`config.mk`:
```
export PLATFORM = sky130hd
export DESIGN_NAME = arith_flag_unit
export DESIGN_NICKNAME = d
export VERILOG_FILES = /design/src/rtl/afu_pkg.sv /design/src/rtl/flag_adder.sv /design/src/rtl/flag_store.sv /design/src/rtl/branch_eval.sv /design/src/rtl/arith_flag_unit.sv
export SDC_FILE = /design/constraint.sdc
export NUM_CORES = 1
export LEC_CHECK = 0
export BUFFER_PORTS_ARGS = -buffer_cell sky130_fd_sc_hd__buf_4
export CORE_MARGIN = 8
export CORE_UTILIZATION = 50
export DETAILED_ROUTE_END_ITERATION = 6
export PLACE_DENSITY = 0.86
export SYNTH_ARGS = -nofsm -noshare
export SYNTH_HDL_FRONTEND = slang
export SYNTH_SLANG_ARGS = --single-unit
```
`constraint.sdc`:
```
create_clock -name clk -period 7 [get_ports clk]
set_input_delay 1.4 -clock clk [delete_from_list [all_inputs] [get_ports clk]]
set_output_delay 1.4 -clock clk [all_outputs]
set_load 0.02 [all_outputs]
```
`src/rtl/afu_pkg.sv`:
```
package afu_pkg;
  localparam int FLAG_W = 16;
  localparam int CTL_N  = 3;

  localparam int FL_CF = 0;
  localparam int FL_PF = 2;
  localparam int FL_AF = 4;
  localparam int FL_ZF = 6;
  localparam int FL_SF = 7;
  localparam int FL_TF = 8;
  localparam int FL_IF = 9;
  localparam int FL_DF = 10;
  localparam int FL_OF = 11;
  localparam int FL_CTL_BASE = FL_TF;

  localparam logic [FLAG_W-1:0] ARITH_MASK = 16'h08D5;
  localparam logic [FLAG_W-1:0] CTRL_MASK  = 16'h0700;
  localparam logic [FLAG_W-1:0] UNDEF_MASK = ~(ARITH_MASK | CTRL_MASK);

  typedef enum logic [2:0] {
    OP_ADD = 3'd0,
    OP_ADC = 3'd1,
    OP_SUB = 3'd2,
    OP_SBB = 3'd3,
    OP_CMP = 3'd4
  } op_e;

  typedef struct packed {
    logic of;
    logic sf;
    logic zf;
    logic af;
    logic pf;
    logic cf;
  } arith_flags_t;
endpackage

```
`src/rtl/flag_adder.sv`:
```
module flag_adder
  import afu_pkg::*;
#(
  parameter int W = 16
) (
  input  logic [W-1:0]  a_i,
  input  logic [W-1:0]  b_i,
  input  logic          cin_i,
  input  logic          sub_i,
  output logic [W-1:0]  res_o,
  output arith_flags_t  fl_o
);
  localparam int MSB = W - 1;
  localparam int PAR_W = (W < 8) ? W : 8;

  logic [W:0] ext;

  always_comb begin
    if (sub_i) ext = {1'b0, a_i} - {1'b0, b_i} - {{W{1'b0}}, cin_i};
    else       ext = {1'b0, a_i} + {1'b0, b_i} + {{W{1'b0}}, cin_i};
  end

  assign res_o = ext[W-1:0];

  always_comb begin
    fl_o.cf = ext[W];
    fl_o.pf = ~(^res_o[PAR_W-1:0]);
    fl_o.af = a_i[4] ^ b_i[4] ^ res_o[4];
    fl_o.zf = (res_o == '0);
    fl_o.sf = res_o[MSB];
    if (sub_i) fl_o.of = (a_i[MSB] != b_i[MSB]) && (res_o[MSB] != a_i[MSB]);
    else       fl_o.of = (a_i[MSB] == b_i[MSB]) && (res_o[MSB] != a_i[MSB]);
  end
endmodule

```
`src/rtl/flag_store.sv`:
```
module flag_store
  import afu_pkg::*;
(
  input  logic              clk,
  input  logic              rst,
  input  logic              upd_i,
  input  arith_flags_t      new_i,
  input  logic [CTL_N-1:0]  set_i,
  input  logic [CTL_N-1:0]  clr_i,
  output logic [FLAG_W-1:0] flags_o
);
  arith_flags_t     ar_q;
  logic [CTL_N-1:0] ctl_q;

  always_ff @(posedge clk) begin
    if (rst)        ar_q <= '0;
    else if (upd_i) ar_q <= new_i;
  end

  for (genvar i = 0; i < CTL_N; i++) begin : g_ctl
    always_ff @(posedge clk) begin
      if (rst)           ctl_q[i] <= 1'b0;
      else if (set_i[i]) ctl_q[i] <= 1'b1;
      else if (clr_i[i]) ctl_q[i] <= 1'b0;
    end
  end

  always_comb begin
    flags_o = '0;
    flags_o[FL_CF] = ar_q.cf;
    flags_o[FL_PF] = ar_q.pf;
    flags_o[FL_AF] = ar_q.af;
    flags_o[FL_ZF] = ar_q.zf;
    flags_o[FL_SF] = ar_q.sf;
    flags_o[FL_OF] = ar_q.of;
    flags_o[FL_CTL_BASE +: CTL_N] = ctl_q;
  end

  assert_ctl_hold_R9: assert property (@(posedge clk) disable iff (rst)
    (set_i == '0 && clr_i == '0) |=> $stable(flags_o[FL_CTL_BASE +: CTL_N]));

  assert_ctl_set_R9: assert property (@(posedge clk) disable iff (rst)
    set_i[0] |=> flags_o[FL_TF]);

  assert_reset_zero_R1: assert property (@(posedge clk)
    rst |=> (flags_o == '0));
endmodule

```
`src/rtl/branch_eval.sv`:
```
module branch_eval
  import afu_pkg::*;
(
  input  logic [FLAG_W-1:0] flags_i,
  input  logic [3:0]        cond_i,
  output logic              taken_o
);
  logic cf, zf, sf, of, pf, base;

  assign cf = flags_i[FL_CF];
  assign zf = flags_i[FL_ZF];
  assign sf = flags_i[FL_SF];
  assign of = flags_i[FL_OF];
  assign pf = flags_i[FL_PF];

  always_comb begin
    unique case (cond_i[3:1])
      3'd0: base = of;
      3'd1: base = cf;
      3'd2: base = zf;
      3'd3: base = cf | zf;
      3'd4: base = sf;
      3'd5: base = pf;
      3'd6: base = sf ^ of;
      default: base = (sf ^ of) | zf;
    endcase
  end

  assign taken_o = base ^ cond_i[0];
endmodule

```
`src/rtl/arith_flag_unit.sv`:
```
module arith_flag_unit
  import afu_pkg::*;
#(
  parameter int DATA_W = 16,
  parameter int BYTE_W = 8
) (
  input  logic              clk,
  input  logic              rst,
  input  logic              op_valid,
  input  logic [2:0]        op_sel,
  input  logic              size_word,
  input  logic [DATA_W-1:0] opa_i,
  input  logic [DATA_W-1:0] opb_i,
  input  logic              carry_in,
  input  logic [CTL_N-1:0]  ctl_set,
  input  logic [CTL_N-1:0]  ctl_clr,
  input  logic [3:0]        cond_i,
  output logic [DATA_W-1:0] result_o,
  output logic [FLAG_W-1:0] flags_o,
  output logic              branch_o
);
  localparam int HI_W = DATA_W - BYTE_W;

  logic         legal, is_sub, use_cin, cin_eff, upd;
  logic [DATA_W-1:0] res_w, res_sel;
  logic [BYTE_W-1:0] res_b;
  arith_flags_t fl_w, fl_b, fl_sel;
  logic         taken_c;

  assign legal   = (op_sel <= OP_CMP);
  assign is_sub  = (op_sel == OP_SUB) || (op_sel == OP_SBB) || (op_sel == OP_CMP);
  assign use_cin = (op_sel == OP_ADC) || (op_sel == OP_SBB);
  assign cin_eff = use_cin & carry_in;
  assign upd     = op_valid & legal;

  flag_adder #(.W(DATA_W)) u_add_word (
    .a_i(opa_i), .b_i(opb_i), .cin_i(cin_eff), .sub_i(is_sub),
    .res_o(res_w), .fl_o(fl_w)
  );

  flag_adder #(.W(BYTE_W)) u_add_byte (
    .a_i(opa_i[BYTE_W-1:0]), .b_i(opb_i[BYTE_W-1:0]), .cin_i(cin_eff),
    .sub_i(is_sub), .res_o(res_b), .fl_o(fl_b)
  );

  assign res_sel = size_word ? res_w : {{HI_W{1'b0}}, res_b};
  assign fl_sel  = size_word ? fl_w : fl_b;

  always_ff @(posedge clk) begin
    if (rst)                             result_o <= '0;
    else if (upd && op_sel != OP_CMP)    result_o <= res_sel;
  end

  flag_store u_flags (
    .clk(clk), .rst(rst), .upd_i(upd), .new_i(fl_sel),
    .set_i(ctl_set), .clr_i(ctl_clr), .flags_o(flags_o)
  );

  branch_eval u_branch (
    .flags_i(flags_o), .cond_i(cond_i), .taken_o(taken_c)
  );

  always_ff @(posedge clk) begin
    if (rst) branch_o <= 1'b0;
    else     branch_o <= taken_c;
  end

  assert_cmp_keeps_result_R8: assert property (@(posedge clk) disable iff (rst)
    (op_valid && op_sel == OP_CMP) |=> $stable(result_o));

  assert_zero_matches_R6: assert property (@(posedge clk) disable iff (rst)
    (op_valid && op_sel < OP_CMP) |=> (flags_o[FL_ZF] == (result_o == '0)));

  assert_sign_matches_R6: assert property (@(posedge clk) disable iff (rst)
    (op_valid && op_sel < OP_CMP) |=>
      (flags_o[FL_SF] == ($past(size_word) ? result_o[DATA_W-1] : result_o[BYTE_W-1])));

  assert_undef_zero_R10: assert property (@(posedge clk) disable iff (rst)
    ((flags_o & UNDEF_MASK) == '0));

  assert_idle_hold_R13: assert property (@(posedge clk) disable iff (rst)
    !(op_valid && legal) |=> ($stable(result_o) && $stable(flags_o & ARITH_MASK)));

  assert_byte_upper_R12: assert property (@(posedge clk) disable iff (rst)
    (op_valid && op_sel < OP_CMP && !size_word) |=> (result_o[DATA_W-1:BYTE_W] == '0));

  assert_equal_code_R11: assert property (@(posedge clk) disable iff (rst)
    (cond_i == 4'd4) |=> (branch_o == $past(flags_o[FL_ZF])));
endmodule

```
==> flow_summary_export.csv, run 1 <==
group,metric,value,unit
place,gp_congestion,0.9228,
critical_path,crit_fanout,6,
logic_synthesis,ys_seq_area_share,15.08,%
drt,final_antenna_net_count,0,
critical_path,path_buf_inv,2,
worst_hold_path,min_path_type,"flop to flop",
critical_path,crit_type,"input pin to flop",
layout,multiInputGateArea,0.002645,mm^2
sta,finalHoldViolCount,0,
logic_synthesis,synth-seq-cells,26,
critical_path,crit_chain,"buf_4 > nand3b_1 > inv_1 > fa_1 > fa_1 > a221oi_1 > xnor2_1 > o21ai_0 > ha_1 > and4b_1 > nand3_1 > a211o_1 > nor4b_2 > a21o_1",
drt,vias,3454,
drt,wirelength,9122,um
floorplanning,die_area,0.009819,mm^2
sta,hold_ws,0.4587,ns
clocking,ctsHoldBuffers,0,
sta,period_share,65.28,%
logic_synthesis,synth_area,0.003452,mm^2
layout,n_antenna_cell,0,
clocking,post_cts_buffers,0,
place,dp.cells,594,
layout,stdcell_count,598,
logic_synthesis,synth-compound-area-share,26.68,%
floorplanning,io-pin-count,83,
sta,period_minus_slack,4.570,ns
place,portBuffers,75,
place,post-dp-hpwl,7671,um
critical_path,critical_path_required,7.23,ns
drt,drt-initial-drc-count,242,
grt,grt_pass1_wl,15200,um
clocking,clk_latency,0.27,ns
grt,overflow,0,
drt,wl_per_cell,15.25,um
layout,utilization,60.70,%
floorplanning,die_height,99.09,um
grt,antenna_found_initial,0,
place,dp_slack,2.192,ns
logic_synthesis,netlist.area_leader.share,17.76,%
logic_synthesis,synth-simple-area-share,18.19,%
layout,synthToLayoutAreaGrowth,18.81,%
critical_path,cp_top_family,"compound AO/OA/AOI/OAI gates",
logic_synthesis,syn_inst,452,
drt,first_pass_iters,5,
drt,drcViolationCount,0,
critical_path,slowest_delay,0.49,ns
sta,worst_slew_pin_slew,0.5866,ns
critical_path,cp-start-kind,"input pin",
layout,fin_nets,622,
floorplanning,start_util,51.09,%
worst_hold_path,hold_start,"result_o[15]",
drt,vias_per_cell,5.776,
sta,max_slew_margin,60.48,%
clocking,cts_buffer_depth,2,
clocking,cts_tree,"built",
logic_synthesis,avgSynthCellArea,7.637,um^2
layout,drive_above_1_share,18.92,%
critical_path,slowest_stage,"o21ai_0",
sta,setup_viol,0,
critical_path,path_common_cell,"fa_1",
clocking,clkSinkCount,26,
floorplanning,die_w,99.09,um
critical_path,worstSetupEndpointType,"flop",
logic_synthesis,async_reset_ff_share,0,%
logic_synthesis,ys_types,68,
floorplanning,core,0.006756,mm^2
power,ir_worst_vdd,0.08458,mV
job,drv_cap,0,
logic_synthesis,synth-edff-count,0,
logic_synthesis,yosys.area_share.xor_xnor,8.119,%
logic_synthesis,synthMuxAreaShare,2.791,%
sta,rsz0062_at_grt,"false",
grt,grt_max_degree,28,
sta,fin_worst_skew,0.0007934,ns
critical_path,worstReg2RegStart,"u_flags.flags_o[7]",
logic_synthesis,yosys.area.top_type,"ha_1",
floorplanning,rows,30,
grt,grt_pass1_vias,3278,
clocking,cts.clk_slew.worst_paths,0.08,ns
power,p_per_area,163.7,mW/mm^2
clocking,numCtsBuffers,3,
critical_path,cp-startpoint,"op_sel[2]",
logic_synthesis,synth-main-ff-cell,"dfxtp_1",
logic_synthesis,synthTopCellsByArea,"ha_1, dfxtp_1, inv_1",
sta,fmax,0.2188,GHz
clocking,ctsResizeCount,0,
layout,regArea,520.5,um^2
clocking,cts_root_buffer,"clkbuf_8",
sta,slew_violations,0,
clocking,htree_num_levels,1,
layout,n_fill_cell,623,
power,p_leak,0.001961,uW
logic_synthesis,synth_top_family_by_area,"compound AO/OA/AOI/OAI gates",
logic_synthesis,synthAdderAreaFrac,20.08,%
layout,final_common_cell,"buf_4",
logic_synthesis,yosys_warnings,0,
layout,mostFrequentLayoutCells,"buf_4, inv_1, ha_1",
grt,grt_util_all_layers,18.13,%
run_status,status,"finished clean",
critical_path,cp.arrival,4.80,ns
sta,fin_ws,2.430,ns
sta,setup_tns,0,ns
[kinds of logic after synthesis]
| kind of cell | after synthesis |
|---|---|
| compound gates | 131 |
| flops | 26 |
| mux | 8 |
| simple gates | 126 |
| xor+xnor | 32 |
| other cells | 1 |
| buf+inv | 75 |
| fa+ha+maj | 53 |
[worst reg2reg max path: stages (launching register included)]
cell and delay, ns:
dfxtp_1 0.34, mux2_2 0.27, a221oi_1 0.28, a31oi_1 0.08, a31oi_1 0.20, xor2_1 0.17, nor2_1 0.05
[synth_stat cells (all sizes together), types with 5 or more instances]
library cell / n
inv: 54
ha: 49
nand3: 5
nand2b: 5
xnor2: 23
a21oi: 31
xor2: 9
dfxtp: 26
a211oi: 11
nor2b: 8
a31oi: 8
or3: 5
clkbuf: 11
a21o: 11
buf: 10
nand2: 27
o21a: 5
nor3: 6
a22oi: 5
nor2: 47
o21ai: 24
[cell type report]
type / count / share of cell area [%]
timing repair buffer: 77 / 14.09
multi-input combinational: 357 / 64.49
inverter: 54 / 4.942
sequential: 26 / 12.69
clock buffer: 4 / 1.342
tap: 80 / 2.441
[path summary, 6_finish.rpt]
| check | endpoint | slack [ns] | depth (start not counted) |
|---|---|---|---|
| worst max-delay path | u_flags.flags_o[6] | 2.43 | 14 |
| worst min-delay path | result_o[15] | 0.46 | 2 |
| worst max register to register | branch_o | 5.51 | 6 |
| worst min register to register | result_o[15] | 0.46 | 2 |
[layer usage]
| layer | part of all wire, % | track usage, % | routed length [um] | up-vias |
|---|---|---|---|---|
| met5 | 0 | 0 | 0 | - |
| met4 | 1.5 | 5.239 | 133 | 0 |
| met3 | 7.4 | 2.863 | 671 | 13 |
| met2 | 46 | 30.61 | 4205 | 148 |
| met1 | 45 | 23.18 | 4112 | 1587 |
| li1 | - | - | - | 1706 |
[metrics by stage]
step                total power [uW]  area, um^2
floorplan                      464.2        3475
global placement               563.2        4046
detailed placement             571.3        4046
CTS                            667.6        4101
global route                   720.5        4101
finish                         671.5        4101
[power breakdown]
part / switching [uW] / internal (uW)
clock: 46.8 / 50.4
sequential: 8.28 / 160
combinational: 227 / 179
total: 282 / 390
[registers in the layout (all words and copies together) (netlist names)]
signal / flops
branch_o: 1
result_o: 16
u_flags.flags_o: 9
No activity file was read; power rests on OpenSTA's default activity.
==> run 2: changes to the inputs <==
==> constraint.sdc (replaced) <==
create_clock -name clk -period 4.4 [get_ports clk]
set_input_delay 0.88 -clock clk [delete_from_list [all_inputs] [get_ports clk]]
set_output_delay 0.88 -clock clk [all_outputs]
set_load 0.02 [all_outputs]
==> run 2 against run 1 <==
Sequential share of layout area about the same. Worst setup slack worse by 1.9 ns. Largest power group unchanged. Via count is 2.7% lower. Sequential cell count stayed put. Utilization grew 0.22 points. Clock-buffer cell count unchanged. Non-clock buffer count rose by 2. Clock power up 58%. Die area unchanged. Total power is 59% higher. Combinational power increased by 60%. Final cell count up 0.33%. Largest cell class unchanged.
==> flow_summary_export.csv, run 2 (same netlist as run 1, synthesis figures left out) <==
group,metric,value,unit
layout,n_antenna_cell,0,
critical_path,crit_type,"input pin to flop",
drt,top_layer_used,"met4",
floorplanning,start_util,51.09,%
sta,worst_slew_pin_slew,0.5648,ns
layout,largest_reg_flops,16,
sta,finalHoldViolCount,0,
place,portBuffers,75,
clocking,clkSinkCount,26,
clocking,numCtsBuffers,3,
layout,synthToLayoutAreaGrowth,19.25,%
grt,overflow,0,
clocking,clk_latency,0.27,ns
sta,rsz0062_at_grt,"false",
clocking,ctsResizeCount,0,
grt,grt_max_degree,28,
grt,grt_util_all_layers,18.23,%
power,p_per_area,259.6,mW/mm^2
drt,route.met2.wl,4236,um
drt,final_antenna_net_count,0,
run_status,status,"finished clean",
clocking,cts_tree,"built",
critical_path,worstSetupEndpointType,"flop",
clocking,cts_buffer_depth,2,
sta,fin_worst_skew,0.0009583,ns
drt,wl_per_cell,15.16,um
drt,vias,3361,
clocking,cts.clk_slew.worst_paths,0.08,ns
sta,setup_viol,0,
grt,grt_pass1_vias,3290,
power,ir_worst_vdd,0.1464,mV
job,drv_cap,0,
worst_hold_path,min_path_type,"flop to flop",
drt,routed-wl-met3,501,um
floorplanning,core,0.006756,mm^2
critical_path,cp.arrival,4.14,ns
clocking,htree_num_levels,1,
layout,drive_above_1_share,19.23,%
critical_path,critical_path_required,4.63,ns
clocking,ctsHoldBuffers,0,
floorplanning,die_height,99.09,um
layout,largest_register,"result_o",
critical_path,cp-start-kind,"input pin",
sta,period_minus_slack,3.916,ns
critical_path,crit_fanout,6,
sta,fmax,0.2554,GHz
sta,setup_tns,0,ns
floorplanning,io-pin-count,83,
drt,first_pass_iters,5,
floorplanning,die_w,99.09,um
drt,wl_met1,4259,um
clocking,post_cts_buffers,0,
floorplanning,rows,30,
drt,drcViolationCount,0,
place,post-dp-hpwl,7753,um
sta,max_slew_margin,61.85,%
drt,drt-initial-drc-count,225,
grt,antenna_found_initial,0,
sta,slew_violations,0,
layout,final_common_cell,"buf_4",
grt,grt_pass1_wl,15110,um
layout,mostFrequentLayoutCells,"buf_4, inv_1, ha_1",
place,gp_congestion,0.8971,
drt,vias_per_cell,5.602,
clocking,cts_root_buffer,"clkbuf_8",
sta,hold_ws,0.4582,ns
drt,wirelength,9093,um
power,p_leak,0.001971,uW
layout,fin_nets,624,
floorplanning,die_area,0.009819,mm^2
sta,period_share,88.99,%
-- run 2: changes by cell type in the layout (fill, tap and decap cells not counted), sizes merged --
cell	change
buf	+2
-- run 2: final timing paths --
check / start / to / slack, ns / depth (start not counted)
max: op_sel[2] / u_flags.flags_o[6] / 0.48 / 16
min: result_o[13] / result_o[13] / 0.46 / 2
max reg2reg: u_flags.flags_o[7] / branch_o / 2.93 / 6
min reg2reg: result_o[13] / result_o[13] / 0.46 / 2
-- run 2: layout make-up --
cell class | count | area (um^2)
inverter | 54 | 202.7
fill | 627 | 2640
tap | 80 | 100.1
clock buffer | 4 | 55.05
sequential | 26 | 520.5
multi-input combinational | 357 | 2645
timing repair buffer | 79 | 593.1
-- run 2: critical path, cell delays in order --
cell	delay (ns)
buf_4	0.13
nand3b_1	0.19
inv_1	0.09
fa_1	0.45
inv_1	0.08
ha_1	0.13
o21ai_0	0.10
a311oi_1	0.51
xor2_1	0.12
o21ai_0	0.29
ha_1	0.20
and4b_1	0.20
nand3_1	0.11
a211o_1	0.26
nor4b_2	0.26
a21o_1	0.13
-- run 2: power breakdown --
group          switching (uW)  total [uW]  internal (uW)
logic                     359         647            288
registers                12.9         268            255
clock network            73.4         154           80.1
-- run 2: layer usage --
layer | track usage [%] | vias up
met3 | 2.374 | 7
met5 | 0 | -
met1 | 23.11 | 1533
li1 | - | 1714
met4 | 4.540 | 0
met2 | 31.70 | 107
-- run 2: through the flow --
step	cell area [um^2]	utilization, %	total power, uW	setup WS (ns)	instances
after floorplan	3475	-	738.5	0.6852	458
after global placement	4061	60.11	900.9	0.3539	596
after detailed placement	4061	60.11	913.7	0.2099	596
after CTS	4116	60.93	1067	0.5030	600
after global routing	4116	60.93	1145	0.2613	600
final	4116	60.93	1069	0.4844	600
